## src/rtl/opgate_mul_pkg.sv

```systemverilog
package opgate_mul_pkg;

   typedef enum logic [1:0] {
      DOM_ON   = 2'd0,
      DOM_OFF  = 2'd1,
      DOM_WAKE = 2'd2
   } dom_state_t;

   // partial-product section kinds
   localparam int unsigned SEC_LOW  = 0;
   localparam int unsigned SEC_MID  = 1;
   localparam int unsigned SEC_HIGH = 2;

endpackage

```

## src/rtl/opgate_zero_det.sv

```systemverilog
module opgate_zero_det #(
   parameter int unsigned OP_W = 32
) (
   input  logic [OP_W-1:0] op_i,
   output logic            up_zero_o
);
   localparam int unsigned HALF_W = OP_W / 2;

   assign up_zero_o = ~|op_i[OP_W-1:HALF_W];
endmodule

```

## src/rtl/opgate_part_mul.sv

```systemverilog
module opgate_part_mul #(
   parameter int unsigned OP_W = 32,
   parameter int unsigned KIND = 0
) (
   input  logic [OP_W-1:0]   a_i,
   input  logic [OP_W-1:0]   b_i,
   input  logic              en_i,
   output logic [OP_W:0]     part_o
);
   import opgate_mul_pkg::*;

   localparam int unsigned HALF_W = OP_W / 2;
   localparam int unsigned PART_W = OP_W + 1;

   logic [HALF_W-1:0] a_lo, a_hi, b_lo, b_hi;
   logic [PART_W-1:0] raw;

   assign a_lo = a_i[HALF_W-1:0];
   assign a_hi = a_i[OP_W-1:HALF_W];
   assign b_lo = b_i[HALF_W-1:0];
   assign b_hi = b_i[OP_W-1:HALF_W];

   generate
      if (KIND == SEC_LOW) begin : g_low
         assign raw = PART_W'(a_lo) * PART_W'(b_lo);
      end else if (KIND == SEC_MID) begin : g_mid
         assign raw = PART_W'(a_hi) * PART_W'(b_lo) + PART_W'(a_lo) * PART_W'(b_hi);
      end else if (KIND == SEC_HIGH) begin : g_high
         assign raw = PART_W'(a_hi) * PART_W'(b_hi);
      end else begin : g_bad_kind
         $error("opgate_part_mul: unknown section kind");
         assign raw = '0;
      end
   endgenerate

   // an unpowered section reads as zero
   assign part_o = en_i ? raw : '0;
endmodule

```

## src/rtl/opgate_domain_ctl.sv

```systemverilog
module opgate_domain_ctl #(
   parameter int unsigned IDLE_CYCLES = 4,
   parameter int unsigned WAKE_CYCLES = 3
) (
   input  logic clk,
   input  logic rst_n,
   input  logic req_i,
   output logic sleep_o,
   output logic awake_o
);
   import opgate_mul_pkg::*;

   localparam int unsigned CNT_MAX = (IDLE_CYCLES > WAKE_CYCLES) ? IDLE_CYCLES : WAKE_CYCLES;
   localparam int unsigned CW      = $clog2(CNT_MAX + 1);
   localparam logic [CW-1:0] IDLE_LAST = CW'(IDLE_CYCLES - 1);
   localparam logic [CW-1:0] WAKE_LAST = CW'(WAKE_CYCLES - 1);

   generate
      if (IDLE_CYCLES < 1) begin : g_bad_idle
         $error("opgate_domain_ctl: IDLE_CYCLES must be at least 1");
      end
      if (WAKE_CYCLES < 1) begin : g_bad_wake
         $error("opgate_domain_ctl: WAKE_CYCLES must be at least 1");
      end
   endgenerate

   dom_state_t    state;
   logic [CW-1:0] cnt;

   always_ff @(posedge clk) begin
      if (!rst_n) begin
         state <= DOM_ON;
         cnt   <= '0;
      end else begin
         case (state)
            DOM_ON: begin
               if (req_i) begin
                  cnt <= '0;
               end else if (cnt == IDLE_LAST) begin
                  state <= DOM_OFF;
                  cnt   <= '0;
               end else begin
                  cnt <= cnt + 1'b1;
               end
            end
            DOM_OFF: begin
               if (req_i) begin
                  state <= DOM_WAKE;
                  cnt   <= '0;
               end
            end
            DOM_WAKE: begin
               if (cnt == WAKE_LAST) begin
                  state <= DOM_ON;
                  cnt   <= '0;
               end else begin
                  cnt <= cnt + 1'b1;
               end
            end
            default: begin
               state <= DOM_ON;
               cnt   <= '0;
            end
         endcase
      end
   end

   assign sleep_o = (state == DOM_OFF);
   assign awake_o = (state == DOM_ON);

   // leaving sleep never makes the domain usable in the same cycle
   assert_wake_delay_R5: assert property (@(posedge clk) disable iff (!rst_n)
      $fell(sleep_o) |-> !awake_o);

   // sleep is entered only after a cycle without a request
   assert_sleep_entry_R4: assert property (@(posedge clk) disable iff (!rst_n)
      $rose(sleep_o) |-> $past(!req_i));
endmodule

```

## src/rtl/opgate_mul.sv

```systemverilog
module opgate_mul #(
   parameter int unsigned OP_W        = 32,
   parameter int unsigned IDLE_CYCLES = 4,
   parameter int unsigned WAKE_CYCLES = 3
) (
   input  logic              clk,
   input  logic              rst_n,
   input  logic              in_valid,
   output logic              in_ready,
   input  logic [OP_W-1:0]   op_a,
   input  logic [OP_W-1:0]   op_b,
   output logic              out_valid,
   output logic [2*OP_W-1:0] product,
   output logic              sleep_h,
   output logic              sleep_m
);
   import opgate_mul_pkg::*;

   localparam int unsigned HALF_W = OP_W / 2;
   localparam int unsigned PROD_W = 2 * OP_W;
   localparam int unsigned NSEC   = 3;

   generate
      if (OP_W < 4 || (OP_W % 2) != 0) begin : g_bad_width
         $error("opgate_mul: OP_W must be even and at least 4");
      end
   endgenerate

   logic a_up_zero, b_up_zero;
   logic need_h, need_m, accept;
   logic awake_h, awake_m;
   logic [NSEC-1:0] sec_en;
   logic [OP_W:0]   part [NSEC];
   logic [PROD_W-1:0] sum;

   opgate_zero_det #(.OP_W(OP_W)) i_zd_a (.op_i(op_a), .up_zero_o(a_up_zero));
   opgate_zero_det #(.OP_W(OP_W)) i_zd_b (.op_i(op_b), .up_zero_o(b_up_zero));

   // high section: both upper halves nonzero; middle: any upper half nonzero
   assign need_h = !a_up_zero && !b_up_zero;
   assign need_m = !(a_up_zero && b_up_zero);

   opgate_domain_ctl #(.IDLE_CYCLES(IDLE_CYCLES), .WAKE_CYCLES(WAKE_CYCLES)) i_ctl_h (
      .clk(clk), .rst_n(rst_n), .req_i(in_valid && need_h),
      .sleep_o(sleep_h), .awake_o(awake_h));

   opgate_domain_ctl #(.IDLE_CYCLES(IDLE_CYCLES), .WAKE_CYCLES(WAKE_CYCLES)) i_ctl_m (
      .clk(clk), .rst_n(rst_n), .req_i(in_valid && need_m),
      .sleep_o(sleep_m), .awake_o(awake_m));

   assign in_ready = (!need_h || awake_h) && (!need_m || awake_m);
   assign accept   = in_valid && in_ready;

   assign sec_en[SEC_LOW]  = 1'b1;
   assign sec_en[SEC_MID]  = awake_m;
   assign sec_en[SEC_HIGH] = awake_h;

   generate
      for (genvar s = 0; s < NSEC; s++) begin : g_sec
         opgate_part_mul #(.OP_W(OP_W), .KIND(s)) i_part (
            .a_i(op_a), .b_i(op_b), .en_i(sec_en[s]), .part_o(part[s]));
      end
   endgenerate

   assign sum = PROD_W'(part[SEC_LOW])
              + (PROD_W'(part[SEC_MID]) << HALF_W)
              + (PROD_W'(part[SEC_HIGH]) << OP_W);

   always_ff @(posedge clk) begin
      if (!rst_n) begin
         out_valid <= 1'b0;
         product   <= '0;
      end else begin
         out_valid <= accept;
         if (accept) begin
            product <= sum;
         end
      end
   end

   // an accepted request never relies on a domain that is not fully on
   assert_accept_awake_R5: assert property (@(posedge clk) disable iff (!rst_n)
      (accept && need_h) |-> (awake_h && !sleep_h));

   // valid pulses only after an accepted request
   assert_valid_follows_R1: assert property (@(posedge clk) disable iff (!rst_n)
      out_valid |-> $past(accept));

   // result is exact whatever the power mode was
   assert_product_exact_R8: assert property (@(posedge clk) disable iff (!rst_n)
      out_valid |-> (product == $past(PROD_W'(op_a) * PROD_W'(op_b))));

   // middle section only sleeps when the high section sleeps too
   assert_mode_order_R6: assert property (@(posedge clk) disable iff (!rst_n)
      sleep_m |-> sleep_h);
endmodule

```

## config.mk

```make
export PLATFORM = sky130hd
export DESIGN_NAME = opgate_mul
export DESIGN_NICKNAME = d
export VERILOG_FILES = /design/src/rtl/opgate_mul_pkg.sv /design/src/rtl/opgate_zero_det.sv /design/src/rtl/opgate_part_mul.sv /design/src/rtl/opgate_domain_ctl.sv /design/src/rtl/opgate_mul.sv
export SDC_FILE = /design/constraint.sdc
export NUM_CORES = 2
export LEC_CHECK = 0
export BUFFER_PORTS_ARGS = -buffer_cell sky130_fd_sc_hd__buf_2
export CAP_MARGIN = 20
export CORE_ASPECT_RATIO = 0.6
export CORE_UTILIZATION = 60
export DETAILED_ROUTE_END_ITERATION = 6
export PLACE_DENSITY = 0.76
export SYNTH_ARGS = -nofsm -noshare
export SYNTH_HDL_FRONTEND = slang
export SYNTH_HIERARCHICAL = 1
export SYNTH_SLANG_ARGS = --single-unit
```

## constraint.sdc

```tcl
create_clock -name clk -period 11.12 [get_ports clk]
set_input_delay 1.112 -clock clk [delete_from_list [all_inputs] [get_ports clk]]
set_output_delay 1.112 -clock clk [all_outputs]
set_load 0.005 [all_outputs]
```

# Word-level counts from Yosys, hierarchy flattened
# Cells that the tools add are included.
[classes]
n_addsub = 5
n_mul = 4
n_div = 0
n_lt_le_gt_ge = 0
eq_ne = 16
shift = 0
n_mux = 22
bitwise = 0
reduce_logical = 18
[ops]
columns = ["operator", "count"]
rows = [
  ["$mul A16 B16 Y32", 4],
  ["$add A50 B64 Y64", 1],
  ["$add A32 B49 Y50", 1],
  ["$add A32 B32 Y33", 1],
  ["$mux W33", 1],
  ["$mux W32", 1],
  ["$reduce_or A16 Y1", 2],
  ["$mux W3", 8],
  ["$pmux W3 S3", 2],
  ["$mux W2", 8],
  ["$eq A3 B2 Y1 const B", 4],
  ["$ne A2 B1 Y1 const B", 6],
  ["$pmux W2 S3", 2],
  ["$reduce_and A4 Y1", 2],
  ["$add A3 B1 Y3 const B", 2],
  ["$logic_and A1 B1 Y1", 6],
  ["$eq A2 B1 Y1 const B", 2],
  ["$eq A2 B2 Y1 const B", 2],
  ["$logic_not A1 Y1", 4],
  ["$logic_not A2 Y1", 2],
  ["$ne A2 B2 Y1 const B", 2],
  ["$logic_or A1 B1 Y1", 2],
]
[totals]
register_bits = 75
latchBits = 0
ramBits = 0
mem_bits_ro = 0
inputBits = 67
output_inout_bits = 68
wordCells = 71
mem_count = 0

# Depth between registers and ports, before layout
[depth]
word_depth = 7
depth_mapped = 37
mapped_depth_nobuf = 34

# Cells and area by module
# Netlist, hierarchy kept.
[modules_own_cells]
columns = ["mod", "instances", "cells_per_inst", "area_each_um2", "seq_area_each_um2"]
rows = [
  ["opgate_part_mul (g_sec[1].i_part)", 1, 1985, 17873.4, 0.0],
  ["opgate_part_mul (g_sec[0].i_part)", 1, 1056, 8886.0, 0.0],
  ["opgate_part_mul (g_sec[2].i_part)", 1, 1032, 8772.2, 0.0],
  ["opgate_mul", 1, 651, 5052.3, 1301.2],
  ["opgate_domain_ctl", 2, 36, 326.6, 100.1],
  ["opgate_zero_det", 2, 5, 33.8, 0.0],
]

# Worst setup path after synthesis
# No wires, ideal clock.
[synth_timing]
path_kind = "in2reg"
startpoint = "in op_b[11]"
endpoint = "reg product[55]"
setup_ns = 0.074
arrival_time_ns = 9.267
t_required_ns = 11.046
setup_slack_ns = 1.778
path_stages = 35
n_path_buf = 4
path_cell_list = "clkbuf_1 nand2_1 fa_1 inv_1 fa_1 inv_1 fa_1 fa_1 inv_1 fa_1 fa_1 fa_1 fa_1 ha_1 buf_2 a21oi_1 o21ai_1 nor2_1 a21oi_1 xnor2_1 nor2_1 inv_1 fa_1 inv_1 ha_1 clkbuf_1 a21oi_1 o21ai_1 nor2_1 o2111a_1 o21ai_2 a31oi_1 clkbuf_1 or4_1 a31oi_1"
[synth_lines]
columns = ["item", "line_no", "text"]
rows = [
  ["start, declared", "opgate_mul.sv:11", "input logic [OP_W-1:0] op_b,"],
  ["end signal, assigned", "opgate_mul.sv:76", "product <= sum;"],
  ["end, declared", "opgate_mul.sv:13", "output logic [2*OP_W-1:0] product,"],
]

==> impl_metrics.yaml <==
status:
  outcome: "finished, final reports clean"
clock_network:
  cts_hold_buffers: 0
  cts_buffer_depth: 2
  numCtsBuffers: 9
  clock-root-buffer: "clkbuf_16"
  clkTransAtPathRegs_ns: 0.07
  tritoncts: "yes"
  clkLatencyLatePin_ns: 0.34
  htreeDepth: 3
  clock_sinks: 75
cells_and_area:
  nFillCells: 5868
  design_area_sq_mm: 0.0432
  final_nets: 6213
  area_delta_synth_final_pct: 4.62
  drive_gt1_share_pct: 5.82
  fin_cells: 5749
detailed_routing:
  dr.pass1.iters: 6
  drc_errors: 0
  via_count: 33500
  wl_per_cell_um: 20.1
  wirelength_mm: 116
  drtAntennaViolNets: 0
  via_per_inst: 5.83
  drt_iter0_markers: 3077
setup_path:
  arrival_ns: 11.06
  timing.critical_path.required_ns: 11.39
  cpMostUsedCell: "fa_1"
  crit_type: "in2reg"
  worstSetupStartpointType: "input port"
  critPathSlowestCell: "nor4_1"
  max_stage_delay_ns: 0.66
  crit_path_max_fanout: 25
  end_kind: "flip-flop"
sta:
  setup_viol: 0
  rsz0062_at_grt: "false"
  timing_hold_violations_final: 0
  setup_tns_ns: 0
  fin_ws_ns: 0.333
  fmax_mhz: 92.7
  tightest_slew_ns: 0.982
  min_period_ns: 10.79
  period_share_pct: 97.0
  maxSlewHeadroom_pct: 34.0
  fin_skew_ns: 0.00987
  drv_slew: 0
floorplan:
  num_rows: 74
  core_region_area_sq_mm: 0.0681
  start_util_pct: 60.7
  die_w_um: 341
  ios: 135
  die_h_um: 205
  dieArea_sq_mm: 0.0699
synth:
  syn_avg_cell_area_sq_um: 8.60
  syn_inst: 4804
  synth_area_sq_mm: 0.0413
  yosys_warnings: 6
min_path:
  worstHoldPathType: "reg2reg"
placement:
  postPlaceCellArea_sq_mm: 0.0428
  gp_congestion: 1.01
  dp_cells: 5726
  portBuffers: 134
  preCtsSetupSlack_ns: 0.0280
  post-dp-hpwl_mm: 94.8
global_route:
  grt_pass1_vias: 33600
  grt_first_pass_wirelength_mm: 186
  grt_overflow_total: 0
  grtUsageTotal_pct: 34.0
  antenna_found_initial: 5
  grt_max_degree: 74
flow_run:
  drv_cap: 0
-- cells in the final DEF (no fill, tap or decap), types with 47 or more instances in the layout --
master and instances:
buf_2 134, a21o_1 47, fa_1 838, dfxtp_1 75, nor2_1 112, a21oi_1 153
o21ai_0 74, ha_1 482, and2_1 564, inv_1 999, nand3_1 52, nand2_1 671
buf_4 75
-- layer usage --
layer  part of all wire (%)  routed length (um)  track usage (%)  vias to the layer above
met3                     13               14800             9.50                      132
met4                    1.2                1370             4.34                        4
met5                  0.020                  23                0                        -
met2                     41               47100             48.4                     1820
met1                     45               52300             52.4                    16700
li1                       -                   -                -                    14800
-- repair_timing --
action,in CTS,in global routing
resized for setup,0,1
endpoints found under the setup margin,0,7
setup buffers,0,0
hold endpoints to repair,0,0
-- registers in the layout, indices dropped and copies added, names as in the netlist --
name and count:
out_valid 1, i_ctl_m/cnt 3, i_ctl_m/state 2, i_ctl_h/cnt 3, product 64, i_ctl_h/state 2
-- stage by stage --
stage	utilization (%)	hold slack [ns]
6_report	63.5	0.447
5_1_grt	63.5	0.465
4_1_cts	63.4	0.451
3_5_place_dp	62.9	0.444
3_3_place_gp	62.9	0.439
2_1_floorplan	-	0.448
-- worst max-delay path, delay by kind of cell --
kind	cells	cell delay [ns]
buf+inv	6	0.81
mux	1	0.45
simple gates	8	2.21
fa+ha+maj	11	5.28
compound gates	6	1.14
-- final cells by class --
class | count | area [sq um] | share of cell area, %
Inverter | 1000 | 3750 | 8.69
Timing Repair Buffer | 210 | 1250 | 2.90
Clock inverter | 6 | 86.3 | 0.200
Clock buffer | 10 | 239 | 0.553
Antenna cell | 6 | 15.0 | 0.0348
Tap cell | 912 | 1140 | 2.64
Multi-Input combinational cell | 3530 | 35200 | 81.5
Sequential cell | 75 | 1500 | 3.48
-- final timing paths --
check	startpoint	to	slack, ns	depth (start not counted)
hold / removal	product[38]	product[38]	0.45	2
setup / recovery	op_b[5]	product[59]	0.33	32
hold reg to reg	product[38]	product[38]	0.45	2
setup reg to reg	i_ctl_m/state[1]	product[59]	6.30	14
Power is not shown: default switching activity piles up to over one toggle a cycle in this logic, so the estimate is an artifact.
